[src/rtl/sop_pkg.sv]
package sop_pkg;

   typedef enum logic {
      SRC_INT = 1'b0,
      SRC_EXT = 1'b1
   } clk_src_e;

   // counter width that holds values 0..n-1, never narrower than one bit
   function automatic int unsigned cnt_w(int unsigned n);
      return (n > 1) ? $clog2(n) : 1;
   endfunction

endpackage

[src/rtl/sop_conv_timer.sv]
module sop_conv_timer
   import sop_pkg::*;
#(
   parameter int unsigned CONV_CYC = 80,
   parameter int unsigned LOAD_AT  = 60
) (
   input  logic clk_i,
   input  logic rst_ni,
   input  logic start_i,
   output logic busy_o,
   output logic load_o
);

   localparam int unsigned CW = cnt_w(CONV_CYC);

   generate
      if (CONV_CYC < 3) begin : g_bad_len
         $error("sop_conv_timer: CONV_CYC must be at least 3");
      end
      if (LOAD_AT + 1 >= CONV_CYC) begin : g_bad_load
         $error("sop_conv_timer: load point must precede the end of the window");
      end
   endgenerate

   logic [CW-1:0] cnt_q;
   logic          busy_q;

   always_ff @(posedge clk_i or negedge rst_ni) begin
      if (!rst_ni) begin
         busy_q <= 1'b0;
         cnt_q  <= '0;
      end else if (start_i) begin
         busy_q <= 1'b1;
         cnt_q  <= '0;
      end else if (busy_q) begin
         cnt_q <= cnt_q + CW'(1);
         if (cnt_q == CW'(CONV_CYC - 1)) busy_q <= 1'b0;
      end
   end

   assign busy_o = busy_q;
   assign load_o = busy_q && (cnt_q == CW'(LOAD_AT));

   // the window ends only after the full count
   a_r2_window_len: assert property (@(posedge clk_i) disable iff (!rst_ni)
      $fell(busy_q) |-> $past(cnt_q) == CW'(CONV_CYC - 1));

   // a start always opens the window on the next cycle
   a_r2_busy_after_start: assert property (@(posedge clk_i) disable iff (!rst_ni)
      start_i |=> busy_o);

endmodule

[src/rtl/sop_int_clk.sv]
module sop_int_clk
   import sop_pkg::*;
#(
   parameter int unsigned HALF   = 2,
   parameter int unsigned PULSES = 16
) (
   input  logic clk_i,
   input  logic rst_ni,
   input  logic start_i,
   output logic dclk_o,
   output logic rise_o,
   output logic fall_o,
   output logic first_o
);

   localparam int unsigned TW = cnt_w(HALF);
   localparam int unsigned PW = cnt_w(PULSES + 1);

   generate
      if (HALF < 1) begin : g_bad_half
         $error("sop_int_clk: HALF must be at least 1");
      end
      if (PULSES < 1) begin : g_bad_pulses
         $error("sop_int_clk: PULSES must be at least 1");
      end
   endgenerate

   logic          run_q;
   logic          dclk_q;
   logic [TW-1:0] tcnt_q;
   logic [PW-1:0] pcnt_q;
   logic          edge_w;

   assign edge_w  = run_q && (tcnt_q == TW'(HALF - 1));
   assign rise_o  = edge_w && !dclk_q;
   assign fall_o  = edge_w && dclk_q;
   assign first_o = rise_o && (pcnt_q == '0);
   assign dclk_o  = dclk_q;

   always_ff @(posedge clk_i or negedge rst_ni) begin
      if (!rst_ni) begin
         run_q  <= 1'b0;
         dclk_q <= 1'b0;
         tcnt_q <= '0;
         pcnt_q <= '0;
      end else if (start_i) begin
         run_q  <= 1'b1;
         dclk_q <= 1'b0;
         tcnt_q <= '0;
         pcnt_q <= '0;
      end else if (run_q) begin
         if (edge_w) begin
            tcnt_q <= '0;
            dclk_q <= !dclk_q;
            if (dclk_q) begin
               pcnt_q <= pcnt_q + PW'(1);
               if (pcnt_q == PW'(PULSES - 1)) run_q <= 1'b0;
            end
         end else begin
            tcnt_q <= tcnt_q + TW'(1);
         end
      end
   end

   // the clock rests low whenever the generator is idle
   a_r3_idle_low: assert property (@(posedge clk_i) disable iff (!rst_ni)
      !run_q |-> !dclk_q);

   // the burst stops only after the final pulse
   a_r3_burst_len: assert property (@(posedge clk_i) disable iff (!rst_ni)
      $fell(run_q) |-> $past(pcnt_q) == PW'(PULSES - 1));

endmodule

[src/rtl/sop_shifter.sv]
module sop_shifter #(
   parameter int unsigned DATA_W = 16,
   parameter bit          DAISY  = 1'b1
) (
   input  logic              clk_i,
   input  logic              rst_ni,
   input  logic              load_i,
   input  logic [DATA_W-1:0] load_val_i,
   input  logic              shift_i,
   input  logic              shin_i,
   output logic              msb_o
);

   generate
      if (DATA_W < 2) begin : g_bad_width
         $error("sop_shifter: DATA_W must be at least 2");
      end
   endgenerate

   logic [DATA_W-1:0] sh_q;
   logic              fill_w;

   generate
      if (DAISY) begin : g_chain
         assign fill_w = shin_i;
      end else begin : g_zero
         assign fill_w = 1'b0;
      end
   endgenerate

   always_ff @(posedge clk_i or negedge rst_ni) begin
      if (!rst_ni)      sh_q <= '0;
      else if (load_i)  sh_q <= load_val_i;
      else if (shift_i) sh_q <= {sh_q[DATA_W-2:0], fill_w};
   end

   assign msb_o = sh_q[DATA_W-1];

   // one shift moves the next bit to the line
   a_r6_shift_step: assert property (@(posedge clk_i) disable iff (!rst_ni)
      (shift_i && !load_i) |=> msb_o == $past(sh_q[DATA_W-2]));

endmodule

[src/rtl/conv_serial_out.sv]
module conv_serial_out
   import sop_pkg::*;
#(
   parameter int unsigned DATA_W   = 16,
   parameter int unsigned CONV_CYC = 80,
   parameter int unsigned LOAD_AT  = 60,
   parameter int unsigned HALF     = 2,
   parameter bit          DAISY    = 1'b1
) (
   input  logic              clk_i,
   input  logic              rst_ni,
   input  logic              cs_ni,
   input  logic              rc_i,
   input  logic              ext_sel_i,
   input  logic              tag_i,
   input  logic              xclk_i,
   input  logic [DATA_W-1:0] result_i,
   output logic              rdy_o,
   output logic              sdata_o,
   output logic              dclk_o,
   output logic              lo_oe_o,
   output logic              hazard_o
);

   clk_src_e          src_w;
   logic              busy_w, load_w, start_w, start_int_w;
   logic              oe_w, xrise_w, haz_det_w, load_ok_w;
   logic              gen_dclk_w, gen_rise_w, gen_fall_w, gen_first_w;
   logic              sh_load_w, sh_shift_w, sh_in_w;
   logic [DATA_W-1:0] sh_val_w;
   logic [DATA_W-1:0] out_q;
   logic              xclk_q, tag_q, hazard_q;

   assign src_w       = clk_src_e'(ext_sel_i);
   assign oe_w        = !cs_ni && rc_i;
   assign start_w     = !cs_ni && !rc_i && !busy_w;
   assign start_int_w = start_w && (src_w == SRC_INT);
   assign xrise_w     = xclk_i && !xclk_q;
   assign haz_det_w   = load_w && (src_w == SRC_EXT) && oe_w && xclk_i;
   assign load_ok_w   = load_w && !haz_det_w;

   sop_conv_timer #(
      .CONV_CYC (CONV_CYC),
      .LOAD_AT  (LOAD_AT)
   ) i_timer (
      .clk_i   (clk_i),
      .rst_ni  (rst_ni),
      .start_i (start_w),
      .busy_o  (busy_w),
      .load_o  (load_w)
   );

   sop_int_clk #(
      .HALF   (HALF),
      .PULSES (DATA_W)
   ) i_clkgen (
      .clk_i   (clk_i),
      .rst_ni  (rst_ni),
      .start_i (start_int_w),
      .dclk_o  (gen_dclk_w),
      .rise_o  (gen_rise_w),
      .fall_o  (gen_fall_w),
      .first_o (gen_first_w)
   );

   // held copy of the latest result, streamed on the next internal start
   always_ff @(posedge clk_i or negedge rst_ni) begin
      if (!rst_ni) begin
         out_q    <= '0;
         xclk_q   <= 1'b0;
         tag_q    <= 1'b0;
         hazard_q <= 1'b0;
      end else begin
         xclk_q <= xclk_i;
         if (load_ok_w)   out_q <= result_i;
         if (gen_first_w) tag_q <= tag_i;
         if (start_w)        hazard_q <= 1'b0;
         else if (haz_det_w) hazard_q <= 1'b1;
      end
   end

   always_comb begin
      sh_load_w  = 1'b0;
      sh_val_w   = out_q;
      sh_shift_w = 1'b0;
      sh_in_w    = tag_q;
      if (src_w == SRC_INT) begin
         sh_load_w  = start_int_w;
         sh_shift_w = gen_fall_w;
      end else begin
         sh_load_w  = load_ok_w;
         sh_val_w   = result_i;
         sh_shift_w = xrise_w && oe_w;
         sh_in_w    = tag_i;
      end
   end

   sop_shifter #(
      .DATA_W (DATA_W),
      .DAISY  (DAISY)
   ) i_shift (
      .clk_i      (clk_i),
      .rst_ni     (rst_ni),
      .load_i     (sh_load_w),
      .load_val_i (sh_val_w),
      .shift_i    (sh_shift_w),
      .shin_i     (sh_in_w),
      .msb_o      (sdata_o)
   );

   assign rdy_o    = !busy_w;
   assign dclk_o   = gen_dclk_w && (src_w == SRC_INT);
   assign lo_oe_o  = oe_w;
   assign hazard_o = hazard_q;

   // a detected reload hazard raises the flag
   a_r7_flag_set: assert property (@(posedge clk_i) disable iff (!rst_ni)
      haz_det_w |=> hazard_o);

   // the held result survives a hazard
   a_r7_keep_word: assert property (@(posedge clk_i) disable iff (!rst_ni)
      haz_det_w |=> $stable(out_q));

   // the tag is captured only on the first internal rising edge
   a_r5_tag_hold: assert property (@(posedge clk_i) disable iff (!rst_ni)
      (!gen_first_w && !$isunknown(tag_q)) |=> $stable(tag_q));

   // a rising data clock edge only comes from the generator
   a_r3_rise_src: assert property (@(posedge clk_i) disable iff (!rst_ni)
      gen_rise_w |=> dclk_o || src_w == SRC_EXT);

endmodule

[config.mk]
export PLATFORM = sky130hd
export DESIGN_NAME = conv_serial_out
export DESIGN_NICKNAME = d
export VERILOG_FILES = /design/src/rtl/sop_pkg.sv /design/src/rtl/sop_conv_timer.sv /design/src/rtl/sop_int_clk.sv /design/src/rtl/sop_shifter.sv /design/src/rtl/conv_serial_out.sv
export SDC_FILE = /design/constraint.sdc
export NUM_CORES = 1
export LEC_CHECK = 0
export ABC_AREA = 1
export BUFFER_PORTS_ARGS = -buffer_cell sky130_fd_sc_hd__buf_2
export CAP_MARGIN = 25
export CORE_ASPECT_RATIO = 0.8
export CORE_MARGIN = 4
export CORE_UTILIZATION = 25
export CTS_BUF_LIST = sky130_fd_sc_hd__clkbuf_8
export DETAILED_ROUTE_END_ITERATION = 6
export GPL_TIMING_DRIVEN = 0
export PLACE_DENSITY = 0.49
export RECOVER_POWER = 25
export SETUP_SLACK_MARGIN = 0.02
export SYNTH_ARGS = -nofsm -noshare
export SYNTH_HDL_FRONTEND = slang
export SYNTH_HIERARCHICAL = 1
export SYNTH_SLANG_ARGS = --single-unit
[constraint.sdc]
create_clock -name clk_i -period 1.9 [get_ports clk_i]
set_input_delay 0.38 -clock clk_i [delete_from_list [all_inputs] [get_ports clk_i]]
set_output_delay 0.38 -clock clk_i [all_outputs]
set_load 0.01 [all_outputs]
== Yosys cells after proc, flatten, opt, wreduce, memory -nomap -nowiden ==
Cells that the tools add are included.

* Register bits: 51
* Input port bits: 23
* Logic and storage cells: 77

* Add/subtract/negate cells: 3
* Eq/ne operators: 3
* Multiplexer cells: 28
* Bitwise logic cells: 1
* Reductions and logical operators: 31

{| class="wikitable"
|+ Operator list
! kind !! number
|-
| 16-bit two-way mux || 3
|-
| 5-bit two-way mux || 4
|-
| 1-bit two-way mux || 19
|-
| 1-bit logical AND || 16
|-
| 7-bit two-way mux || 2
|-
| 2-bit nonzero test || 6
|-
| 7-bit by 1-bit adder with 7-bit output (second input constant) || 1
|-
| 7-bit by 6-bit == test with 1-bit output (second input constant) || 1
|-
| 7-bit == test (second input constant) || 1
|-
| 1-bit zero test || 6
|-
| 5-bit by 1-bit adder with 5-bit output (second input constant) || 1
|-
| 5-bit by 4-bit == test with 1-bit output (second input constant) || 1
|-
| 5-bit zero test || 1
|-
| 3-bit AND reduction || 1
|-
| 2-bit AND reduction || 1
|-
| 1-bit adder (second input constant) || 1
|-
| 1-bit inverter || 1
|}

== Logic depth before layout (Yosys ltp) ==
* Depth after elaboration: 9
* Gate-level depth with buffers: 13

== By module ==
Netlist, hierarchy kept.

{| class="wikitable"
|+ By module, submodules not included
! module !! instances !! cells an instance !! area each (um2) !! seq. area each (um2)
|-
| conv_serial_out || 1 || 147 || 1019.7 || 475.5
|-
| sop_shifter || 1 || 88 || 762.0 || 400.4
|-
| sop_conv_timer || 1 || 55 || 441.7 || 200.2
|-
| sop_int_clk || 1 || 47 || 412.9 || 200.2
|}

== Worst setup path after synthesis ==
Ideal clock, no wire load.

* Path type: reg-to-reg
* Start: reg i_timer.cnt_q[0]
* End: reg i_shift.sh_q[3]
* Library setup time: 0.124 ns
* Arrival: 1.857 ns
* Data required time: 1.776 ns
* Setup slack: -0.081 ns
* Cell stages (with the launch flop): 14
* Path buffers: 4
* Period minus slack after synthesis: 1.981 ns
* Cells stage by stage: dfrtp_1 inv_1 ha_1 nand3_1 nor3_1 buf_2 buf_2 nand3_1 nand2_1 buf_6 inv_2 buf_6 nand3_1 nand3_1

* Longest elaborated chain between the ends: 9
* Elaborated cells on any way between the ends: 10

{| class="wikitable"
|+ Ends and longest elaborated chain
! item !! line !! source
|-
| start: declaration || sop_conv_timer.sv:25 || <nowiki>logic [CW-1:0] cnt_q;</nowiki>
|-
| start signal: assignment || sop_conv_timer.sv:36 || <nowiki>cnt_q <= cnt_q + CW'(1);</nowiki>
|-
| 7-bit by 6-bit == test with 1-bit output (*) || sop_conv_timer.sv:42 || <nowiki>assign load_o = busy_q && (cnt_q == CW'(LOAD_AT));</nowiki>
|-
| 1-bit logical AND (*) || sop_conv_timer.sv:42 ||
|-
| via load_w || conv_serial_out.sv:26 || <nowiki>logic busy_w, load_w, start_w, start_int_w;</nowiki>
|-
| 1-bit logical AND (3 in a row) || conv_serial_out.sv:39 || <nowiki>assign haz_det_w = load_w && (src_w == SRC_EXT) && oe_w && xclk_i;</nowiki>
|-
| 1-bit zero test || conv_serial_out.sv:40 || <nowiki>assign load_ok_w = load_w && !haz_det_w;</nowiki>
|-
| 1-bit logical AND (*) || conv_serial_out.sv:40 ||
|-
| 1-bit two-way mux (*) || conv_serial_out.sv:87 || <nowiki>if (src_w == SRC_INT) begin</nowiki>
|-
| via sh_load_w || conv_serial_out.sv:29 || <nowiki>logic sh_load_w, sh_shift_w, sh_in_w;</nowiki>
|-
| 16-bit two-way mux / 2-bit nonzero test (equally long branches) || n/a ||
|-
| end signal: assignment || sop_shifter.sv:33 || <nowiki>else if (load_i) sh_q <= load_val_i;</nowiki>
|-
| end signal: assignment || sop_shifter.sv:34 || <nowiki>else if (shift_i) sh_q <= {sh_q[DATA_W-2:0], fill_w};</nowiki>
|-
| end: declaration || sop_shifter.sv:20 || <nowiki>logic [DATA_W-1:0] sh_q;</nowiki>
|}

Mark *: on every way through the listed nets, which the timed path passes. The rest lies on a longest branch.
A chain may end at the register's enable or synchronous reset.

== Final worst setup path ==
* Start: reg i_timer.cnt_q[1]
* End: reg i_shift.sh_q[7]

The elaborated chain is that of the path after synthesis.

==> impl_metrics.json <==
{
  "status": "finished, final reports clean",
  "slew_headroom": 0.382,
  "initial_core_util": 0.256,
  "htreeDepth": 2,
  "grt_pass1_vias": 2059,
  "path_max_fanout": 10,
  "hpwl_microns": 4440,
  "path_clk_slew_ns": 0.09,
  "cts_tree": "built",
  "placed_area_sq_um": 2970,
  "io_pins": 28,
  "slowest_delay_ns": 0.41,
  "vias": 2227,
  "leakagePower_nw": 1.64,
  "routed_wirelength_microns": 6230,
  "ant_nets": 0,
  "cp.arrival_ns": 1.94,
  "portBuffers": 27,
  "row_count": 33,
  "grt_use_total": 0.104,
  "fin_crit_sh": 0.920,
  "hold_class": "in2reg",
  "ctsRootBufferMaster": "clkbuf_8",
  "dpl_worst_slack_ns": -0.249,
  "clock_skew_ns": 0.00842,
  "syn_to_final_growth_pct": 19.6,
  "critPathLaunchType": "flip-flop",
  "drt_first_iter_violations": 183,
  "dr.pass1.iters": 5,
  "antenna_found_initial": 0,
  "tightest_slew_ns": 0.926,
  "cp.required_ns": 2.09,
  "fin_area_sq_um": 3150,
  "grt_pass1_wl_microns": 10200,
  "fill_cells": 1108,
  "slew_violations": 0,
  "wire_per_inst_microns": 12.0,
  "syn_area_per_cell_sq_um": 7.83,
  "cp-end-kind": "flip-flop",
  "layout_min_cycle_time_ns": 1.75,
  "insertion_delay_ns": 0.30,
  "hold_violations": 0,
  "path_class": "reg2reg",
  "clock_sink_count": 51,
  "drive_above_1_share": 0.189,
  "ys_warn_count": 6,
  "vdd_drop_max_mv": 0.359,
  "grt_overflow": 0,
  "synthCells": 336,
  "finalPower_mw": 3.27,
  "cts_buffers": 5,
  "die-area_sq_um": 12200,
  "final_nets": 408,
  "crit_family": "buffers and inverters",
  "critPathBufInv": 5,
  "syn_area_sq_um": 2630,
  "slowest_stage": "dfrtp_1",
  "die_w_microns": 123,
  "die_height_microns": 99.8,
  "gp_congestion": 0.788,
  "crit_top_cell": "nand3_1",
  "p_per_area_nw_per_um2": 1040,
  "coreArea_sq_um": 10300,
  "worst_slack_ns": 0.152,
  "max_freq_mhz": 572,
  "path_cells": "inv_2 -> ha_1 -> nand3_1 -> nor3_2 -> buf_4 -> nand3_1 -> nand2_1 -> buf_6 -> inv_4 -> buf_6 -> nand3_1 -> nand3_1",
  "drv_cap": 0,
  "rsz0062_at_grt": "false",
  "setup_viol": 0,
  "grt_max_degree": 37,
  "viasPerCell": 4.28,
  "drc": 0,
  "multiInputGateArea_sq_um": 1190,
  "syn_nets": 364,
  "antenna_cells": 0,
  "cts_buffer_depth": 2,
  "seq_area_sq_um": 1280
}
==> repair_timing <==
action / in CTS / in global routing
pin swaps: 0 / 1
hold endpoints to repair: 7 / 0
hold buffers: 1 / 0
setup endpoints to repair: 20 / 12
gates cloned: 0 / 0
buffers inserted: 2 / 7
resized for setup: 1 / 5
==> metrics by stage <==
step / util / cells / TNS [ns] / hold WS, ns
4_1_cts: 0.301 / 513 / 0 / 0.208
3_5_place_dp: 0.289 / 504 / -3.34 / 0.334
3_3_place_gp: 0.287 / 503 / -3.19 / 0.453
2_1_floorplan: - / 336 / 0 / 0.0844
6_report: 0.306 / 520 / 0 / 0.230
5_1_grt: 0.306 / 520 / 0 / 0.228
==> path summary, 6_finish.rpt <==
check                                              from                           to  slack, ns  cells past startpoint
setup / recovery           i_timer/cnt_q[1]$_DFFE_PN0P_  i_shift/sh_q[7]$_DFFE_PN0P_       0.15                     12
hold / removal                                   xclk_i             xclk_q$_DFF_PN0_       0.23                      1
setup reg to reg           i_timer/cnt_q[1]$_DFFE_PN0P_  i_shift/sh_q[7]$_DFFE_PN0P_       0.15                     12
hold reg to reg                    out_q[8]$_DFFE_PN0P_         out_q[8]$_DFFE_PN0P_       0.48                      2
max in group asynchronous                        rst_ni     i_timer/busy_o$_DFF_PN0_       0.33                      3
min in group asynchronous                        rst_ni  i_shift/sh_q[8]$_DFFE_PN0P_       0.72                      2
==> metal layers <==
layer,share of wire,global-route usage,vias up
met3,0.036,0.0265,5
met2,0.45,0.161,26
met1,0.50,0.148,1036
met4,0.0064,0.0224,0
met5,0,0,-
li1,-,-,1160
==> sequential cells by signal (all words and copies together), names as in the netlist <==
register and count:
i_shift/sh_q 16, i_clkgen/pcnt_q 5, xclk_q 1, hazard_o 1, i_clkgen/run_q 1, i_clkgen/dclk_o 1, i_timer/cnt_q 7, tag_q 1
out_q 16, i_timer/busy_o 1, i_clkgen/tcnt_q 1
==> where the power goes <==
| group | leakage, nW | switching, mW | internal, mW |
|---|---|---|---|
| logic | 0.914 | 0.548 | 0.400 |
| registers | 0.669 | 0.210 | 1.37 |
| clock network | 0.0554 | 0.355 | 0.381 |
| total | 1.64 | 1.11 | 2.15 |
==> layout by cell type, fill, tap and decap left out, types with 2 or more instances in the layout <==
cell        n
a31oi_1     2
nand2_1   132
inv_2       4
buf_6       4
ha_1        5
clkbuf_1    4
o21ai_0     9
buf_2      28
dfrtp_1    50
buf_4      11
nand3_1    59
a21oi_1     8
nor2_1     17
inv_1      17
clkbuf_8    5
nor2_4      4
nand2_2     2
nand2_4     2
==> final cells by class <==
cell class,count,area share
plain buffers,12,0.0298
clock inverters,2,0.0107
flip-flops and latches,51,0.406
clock buffers,5,0.0219
well taps,140,0.0556
multi-input cells,249,0.377
repair buffers,38,0.0703
inverters,23,0.0286
(Power assumes the default switching activity.)
